[src/rtl/strap_cfg_pkg.sv]
package strap_cfg_pkg;
  localparam int I2C_ADDR_W = 7;
  typedef enum logic {
    POL_ACT_LOW  = 1'b0,
    POL_ACT_HIGH = 1'b1
  } sw_pol_e;
endpackage

[src/rtl/strap_group_gate.sv]
// Qualifies a group of straps: the group is taken only when the master
// enable is on and every member is driven.
module strap_group_gate #(
  parameter int W = 2
) (
  input  logic         master_ok,
  input  logic [W-1:0] vld,
  input  logic [W-1:0] val,
  input  logic [W-1:0] dflt,
  output logic [W-1:0] sel,
  output logic         used
);
  always_comb begin
    used = master_ok && (&vld);
    sel  = used ? val : dflt;
  end
endmodule

[src/rtl/strap_port_decode.sv]
// Turns a count-style code into a mask of the lowest NUM_PORTS-code ports.
module strap_port_decode #(
  parameter int NUM_PORTS = 4,
  parameter int CODE_W    = $clog2(NUM_PORTS)
) (
  input  logic [CODE_W-1:0]    code,
  output logic [NUM_PORTS-1:0] mask
);
  for (genvar i = 0; i < NUM_PORTS; i++) begin : g_bit
    assign mask[i] = (i + int'(code)) < NUM_PORTS;
  end
endmodule

[src/rtl/strap_chg_decode.sv]
// Per-port charging enable with polarity chosen by another strap.
module strap_chg_decode #(
  parameter int NUM_PORTS = 4
) (
  input  logic                 master_ok,
  input  logic                 pol,
  input  logic [NUM_PORTS-1:0] vld,
  input  logic [NUM_PORTS-1:0] val,
  input  logic [NUM_PORTS-1:0] dflt,
  output logic [NUM_PORTS-1:0] en
);
  import strap_cfg_pkg::*;
  for (genvar i = 0; i < NUM_PORTS; i++) begin : g_port
    logic level;
    assign level = (sw_pol_e'(pol) == POL_ACT_HIGH) ? val[i] : ~val[i];
    assign en[i] = (master_ok && vld[i]) ? level : dflt[i];
  end
endmodule

[src/rtl/strap_cfg_sampler.sv]
module strap_cfg_sampler
  import strap_cfg_pkg::*;
#(
  parameter int                  NUM_PORTS = 4,
  parameter int                  CODE_W    = $clog2(NUM_PORTS),
  parameter int                  VID_W     = 3,
  parameter logic [I2C_ADDR_W-1:0] ADDR_ID0 = 7'h60,
  parameter logic [I2C_ADDR_W-1:0] ADDR_ID1 = 7'h58
) (
  input  logic                  clk,
  input  logic                  rst,
  input  logic                  i2c_slave_mode,
  input  logic [NUM_PORTS-1:0]  factory_port_mask,
  input  logic [NUM_PORTS-1:0]  dflt_port_en,
  input  logic [NUM_PORTS-1:0]  dflt_removable,
  input  logic [NUM_PORTS-1:0]  dflt_chg_en,
  input  logic                  dflt_pol,
  input  logic                  dflt_gang,
  input  logic [VID_W-1:0]      dflt_vid,
  input  logic                  strap_en_vld,
  input  logic                  strap_en_val,
  input  logic                  pol_vld,
  input  logic                  pol_val,
  input  logic [NUM_PORTS-1:0]  chg_vld,
  input  logic [NUM_PORTS-1:0]  chg_val,
  input  logic [CODE_W-1:0]     pdis_vld,
  input  logic [CODE_W-1:0]     pdis_val,
  input  logic [CODE_W-1:0]     nrem_vld,
  input  logic [CODE_W-1:0]     nrem_val,
  input  logic                  gang_vld,
  input  logic                  gang_val,
  input  logic [VID_W-1:0]      vid_vld,
  input  logic [VID_W-1:0]      vid_val,
  input  logic                  devid_vld,
  input  logic                  devid_val,
  output logic [NUM_PORTS-1:0]  port_en,
  output logic [NUM_PORTS-1:0]  port_removable,
  output logic [NUM_PORTS-1:0]  chg_en,
  output logic                  pwr_pol,
  output logic                  pwr_gang,
  output logic [VID_W-1:0]      vid_sel,
  output logic [I2C_ADDR_W-1:0] i2c_addr,
  output logic                  sample_done,
  output logic                  gpio_release
);
  logic master_ok;
  assign master_ok = strap_en_vld && strap_en_val;

  // Single-bit straps, each under its own valid flag.
  logic eff_pol, eff_gang, id_used;
  assign eff_pol  = (master_ok && pol_vld)  ? pol_val  : dflt_pol;
  assign eff_gang = (master_ok && gang_vld) ? gang_val : dflt_gang;
  assign id_used  = master_ok && devid_vld && i2c_slave_mode;

  logic [I2C_ADDR_W-1:0] eff_addr;
  assign eff_addr = (id_used && devid_val) ? ADDR_ID1 : ADDR_ID0;

  // Port-disable group.
  logic [CODE_W-1:0]    pdis_code;
  logic                 pdis_used;
  logic [NUM_PORTS-1:0] pdis_mask;
  strap_group_gate #(.W(CODE_W)) u_pdis_gate (
    .master_ok(master_ok), .vld(pdis_vld), .val(pdis_val),
    .dflt('0), .sel(pdis_code), .used(pdis_used)
  );
  strap_port_decode #(.NUM_PORTS(NUM_PORTS), .CODE_W(CODE_W)) u_pdis_dec (
    .code(pdis_code), .mask(pdis_mask)
  );

  // Non-removable group.
  logic [CODE_W-1:0]    nrem_code;
  logic                 nrem_used;
  logic [NUM_PORTS-1:0] nrem_mask;
  strap_group_gate #(.W(CODE_W)) u_nrem_gate (
    .master_ok(master_ok), .vld(nrem_vld), .val(nrem_val),
    .dflt('0), .sel(nrem_code), .used(nrem_used)
  );
  strap_port_decode #(.NUM_PORTS(NUM_PORTS), .CODE_W(CODE_W)) u_nrem_dec (
    .code(nrem_code), .mask(nrem_mask)
  );

  // Vendor-ID group.
  logic [VID_W-1:0] eff_vid;
  logic             vid_used;
  strap_group_gate #(.W(VID_W)) u_vid_gate (
    .master_ok(master_ok), .vld(vid_vld), .val(vid_val),
    .dflt(dflt_vid), .sel(eff_vid), .used(vid_used)
  );

  // Charging enables read against the effective polarity.
  logic [NUM_PORTS-1:0] eff_chg;
  strap_chg_decode #(.NUM_PORTS(NUM_PORTS)) u_chg (
    .master_ok(master_ok), .pol(eff_pol), .vld(chg_vld), .val(chg_val),
    .dflt(dflt_chg_en), .en(eff_chg)
  );

  logic [NUM_PORTS-1:0] eff_port, eff_rem;
  assign eff_port = (pdis_used ? pdis_mask : dflt_port_en) & factory_port_mask;
  assign eff_rem  = nrem_used ? nrem_mask : dflt_removable;

  // Configuration registers: defaults in reset, one load, then frozen.
  always_ff @(posedge clk) begin
    if (rst) begin
      port_en        <= dflt_port_en & factory_port_mask;
      port_removable <= dflt_removable;
      chg_en         <= dflt_chg_en;
      pwr_pol        <= dflt_pol;
      pwr_gang       <= dflt_gang;
      vid_sel        <= dflt_vid;
      i2c_addr       <= ADDR_ID0;
      sample_done    <= 1'b0;
      gpio_release   <= 1'b0;
    end else if (!sample_done) begin
      port_en        <= eff_port;
      port_removable <= eff_rem;
      chg_en         <= eff_chg;
      pwr_pol        <= eff_pol;
      pwr_gang       <= eff_gang;
      vid_sel        <= eff_vid;
      i2c_addr       <= eff_addr;
      sample_done    <= 1'b1;
      gpio_release   <= 1'b1;
    end
  end
endmodule

[config.mk]
export PLATFORM = sky130hd
export DESIGN_NAME = strap_cfg_sampler
export DESIGN_NICKNAME = d
export VERILOG_FILES = /design/src/rtl/strap_cfg_pkg.sv /design/src/rtl/strap_group_gate.sv /design/src/rtl/strap_port_decode.sv /design/src/rtl/strap_chg_decode.sv /design/src/rtl/strap_cfg_sampler.sv
export SDC_FILE = /design/constraint.sdc
export NUM_CORES = 1
export LEC_CHECK = 0
export BUFFER_PORTS_ARGS = -buffer_cell sky130_fd_sc_hd__buf_2
export CORE_ASPECT_RATIO = 0.9
export CORE_UTILIZATION = 41
export DETAILED_ROUTE_END_ITERATION = 8
export PLACE_DENSITY = 0.84
export SETUP_SLACK_MARGIN = 0.02
export SYNTH_ARGS = -nofsm -noshare
export SYNTH_HDL_FRONTEND = slang
export SYNTH_SLANG_ARGS = --single-unit
[constraint.sdc]
create_clock -name clk -period 4.7 [get_ports clk]
set_input_delay 1.41 -clock clk [delete_from_list [all_inputs] [get_ports clk]]
set_output_delay 1.41 -clock clk [all_outputs]
set_load 0.05 [all_outputs]
======== After elaboration in Yosys (flattened, before gate mapping) ========
Index checks and enable logic that the tools add are counted.
cells by class
  mux-type cells .......................... 29
  bitwise logic cells ..................... 6
  $add $sub $neg .......................... 6
  eq/ne operators ......................... 1
  reductions and logical operators ........ 16
  $lt $le $gt $ge ......................... 8
operators by type and width
  operator                                                                       number
  32-bit by 4-bit less-than comparator with 1-bit output, second input constant  6
  4-bit two-way mux                                                              8
  1-bit two-way mux                                                              15
  1-bit logical AND                                                              13
  2-bit by 2-bit adder with 3-bit output, first input constant                   4
  3-bit two-way mux                                                              3
  4-bit AND                                                                      2
  1-bit by 2-bit adder with 3-bit output, first input constant                   2
  2-bit by 3-bit less-than comparator with 1-bit output, second input constant   2
  6-bit two-way mux                                                              1
  2-bit two-way mux                                                              2
  1-bit inverter                                                                 4
  2-bit AND reduction                                                            2
  3-bit AND reduction                                                            1
  2-bit != test, second input constant                                           1
word-level totals
  output and inout bits ................... 26
  register bits ........................... 26
  logic and storage cells ................. 75
  input bits .............................. 54

======== Logic depth before layout (Yosys ltp) ========
  depth in word-level cells ............... 9
  depth in mapped cells ................... 5

======== Hierarchy ========
Synthesis repeated with hierarchy kept, for this count alone.
second synthesis, totals
  cells, all modules ...................... 103
  area total of the unflattened synthesis .. 1226.2 µm²
by module, submodules not included
  module                               cells each  area an instance (µm²)  seq. area each (µm²)  instances
  strap_cfg_sampler                    67          958.4                   590.6                 1
  strap_chg_decode                     13          100.1                   0.0                   1
  strap_group_gate at u_nrem_gate ...  4           36.3                    0.0                   2
  strap_group_gate at u_vid_gate       5           50.0                    0.0                   1
  strap_port_decode                    5           22.5                    0.0                   2

======== Worst setup path before layout ========
OpenSTA, ideal clock, no wires.
  path kind ............................... input to register
  from .................................... input rst
  to ...................................... register vid_sel[0], data pin
  path slack .............................. 2230 ps
  setup time .............................. 260 ps
  path buffers ............................ 0
  arrival ................................. 2210 ps
  stages .................................. 3
  required time ........................... 4440 ps
  cell sequence ........................... and3b_1 -> and4_1 -> mux2_2
on the way
  longest elaborated chain between the ends .. 1
RTL lines
  element                 RTL line                  text
  start: declaration      strap_cfg_sampler.sv:11   input logic rst,
  3-bit two-way mux       strap_cfg_sampler.sv:103  if (rst) begin
  end signal: assignment  strap_cfg_sampler.sv:109  vid_sel <= dflt_vid;
  end signal: assignment  strap_cfg_sampler.sv:119  vid_sel <= eff_vid;
  end: declaration        strap_cfg_sampler.sv:41   output logic [VID_W-1:0] vid_sel,
No other way between the ends.
A chain may end at the register's enable or synchronous reset.

======== Worst setup path after layout ========
Same ends and word-level chain as after synthesis.

==> reports/results.ini <==
[drt]
drt-wirelength-per-cell_um=11.74
drc=0
first_pass_iters=4
dr_total_vias=856
final_antenna_net_count=0
totalWireLength_mm=2.114
drt_iter0_markers=2
vias_per_cell=4.756

[place]
io_buffers=75
place.gp.congestion=0.7120

[final_layout]
nets=208
seq_area_um2=590.6
syn2layout_area_growth_pct=37.98
fill_cells=196
final_core_util_pct=61.83
antenna_cells=0
multi_input_area_um2=349.1
drive_gt1_share_pct=56.21

[synth]
avgSynthCellArea_um2=12.56
ys_top_cells_by_count=edfxtp_1 (17), a21oi_1 (8), buf_4 (6)
yosysMostFrequentCell=edfxtp_1
ys_seq_elements=21
synth_area_leaders=edfxtp_1 (51%), dfxtp_1 (8.0%), buf_4 (4.5%), mux2_2 (4.5%), a21oi_1 (4.0%)
synth_edf_count=17
syn_area_mm2=0.001005
synth_top_flop_cell=edfxtp_1
synth_top_area_share_pct=50.81
syn_inst=80
ys_seq_area_share_pct=58.78
ys_async_sr_fraction_pct=0
synth_top_area_cell=edfxtp_1
yosys_warnings=0
ys_types=28

[power]
p_leak_nw=0.6775
ir_worst_vdd_mv=0.1580
power_density_mw_per_mm2=302.0
p_clk_share_pct=19.6
combPwrFrac_pct=27.9
seqPwrFrac_pct=52.5
p_switching_uw=133.3
p_int_uw=285.4
p_sw_share_pct=31.83

[sta]
max-slew-margin-rel_pct=52.19
fmax_mhz=379.0
setup_viol=0
worst_pin_slew_ns=0.7154
tns_ns=0
rsz0062_at_grt=false
finClkSkew_ns=0.009678
min_period_over_period_pct=56.14
slew_violations=0
layout_min_cycle_time_ns=2.639
hold_viol=0

[run_status]
outcome=complete, no violations

[global_routing]
grt_pass1_vias=784
antenna_found_initial=0
track_usage_pct=16.77
grt_pass1_wl_mm=3.222
grt-ovfl-total=0
grt_max_degree=19

[cts]
clock_path_buffers=2
clkTransAtPathRegs_ns=0.11
cts_resized=0
clock_latency_ns=0.29
postCtsSetupRepairBufs=0
clock-sinks=21
cts_hold_buf=0
cts_buffers=3
cts-root-buf=clkbuf_4
h-tree-depth=1
cts_tree=yes

[setup_path]
path_max_fanout=13
critPathLaunchType=primary input
worstSetupPathType=primary input to flop
crit_arrival_ns=2.70
end_kind=flop
cp_data_required_time_ns=4.76
rrSetupSlack_ns=3.26

[job]
drv_cap=0

[floorplanning]
die_y_um=48.96
die_area_mm2=0.002653
initial_core_util_pct=44.81
die_width_um=54.18
fp-row-count=16
coreArea_mm2=0.002242
io_pins=80

[worst_hold_path]
hp-class=flop to flop

-- state kept, by name, summed over array words and instances, names as in the netlist --
name            count
chg_en              4
port_en             4
port_removable      4
vid_sel             3
i2c_addr            2
gpio_release        1
pwr_gang            1
pwr_pol             1
sample_done         1
-- power by group through the flow --
stage	Sequential (mW)	Clock [mW]	Combinational (mW)
3_3_place_gp	0.224	0	0.116
3_5_place_dp	0.224	0	0.118
2_1_floorplan	0.273	0	0.0336
4_1_cts	0.220	0.0856	0.118
5_1_grt	0.222	0.0929	0.125
6_report	0.220	0.0818	0.117
-- layer usage --
layer | wire length (µm) | up-vias | track usage, %
met4 | 19 | 0 | 7.265
met5 | 0 | - | 0
li1 | - | 431 | -
met1 | 856 | 369 | 19.48
met3 | 217 | 2 | 2.492
met2 | 1021 | 54 | 29.27
-- cell families (layout without fill, tap and decap cells) --
group	after synthesis	in the layout	synth area share, %
other	2	4	0.7475
AOI/OAI and AO/OA	17	17	10.59
DFF	21	21	58.78
muxes	7	7	9.215
and+or+nand+nor	18	18	9.964
buffers and inverters	11	82	7.222
xor gates and xnor gates	4	4	3.487
-- through the flow --
step | instances | cell area, µm² | power [mW] | setup slack (ns) | hold slack (ns)
2_1_floorplan | 82 | 1012 | 0.3061 | 2.230 | 0.6608
3_5_place_dp | 176 | 1360 | 0.3421 | 1.732 | 0.4395
4_1_cts | 180 | 1386 | 0.4235 | 2.058 | 0.4569
3_3_place_gp | 176 | 1360 | 0.3396 | 1.782 | 0.4307
6_report | 180 | 1386 | 0.4186 | 2.061 | 0.4514
5_1_grt | 180 | 1386 | 0.4396 | 2.007 | 0.4820
-- path summary, 6_finish.rpt --
kind | start | endpoint | cells after the start
worst max-delay path | rst | vid_sel[0]$_DFFE_PP_ | 4
worst min-delay path | gpio_release$_SDFFE_PP0N_ | gpio_release$_SDFFE_PP0N_ | 2
worst max register to register | sample_done$_DFF_P_ | i2c_addr[5]$_SDFFE_PP1N_ | 3
worst min register to register | gpio_release$_SDFFE_PP0N_ | gpio_release$_SDFFE_PP0N_ | 2
-- area by class of cell --
cell class / count / share of cell area [%]
Sequential cell: 21 / 42.60
Clock buffer: 4 / 1.895
Timing Repair Buffer: 75 / 27.08
Tap cell: 27 / 2.437
Inverter: 3 / 0.8123
Multi-Input combinational cell: 50 / 25.18
-- layout by cell type, fill, tap and decap left out, types with 2 or more instances in the layout --
master	n
a21oi_1	8
a31oi_1	5
and3_1	2
buf_2	75
clkbuf_4	3
conb_1	4
dfxtp_1	4
edfxtp_1	17
inv_1	3
mux2_2	4
nand2_1	3
nor2_1	5
o211a_1	2
xnor2_1	4
-- critical path: stages --
cell and delay [ns]:
buf_2 0.11, and3b_1 0.50, and4_1 0.32, mux2_2 0.35
Note: power is estimated with default switching activity, not from simulation.
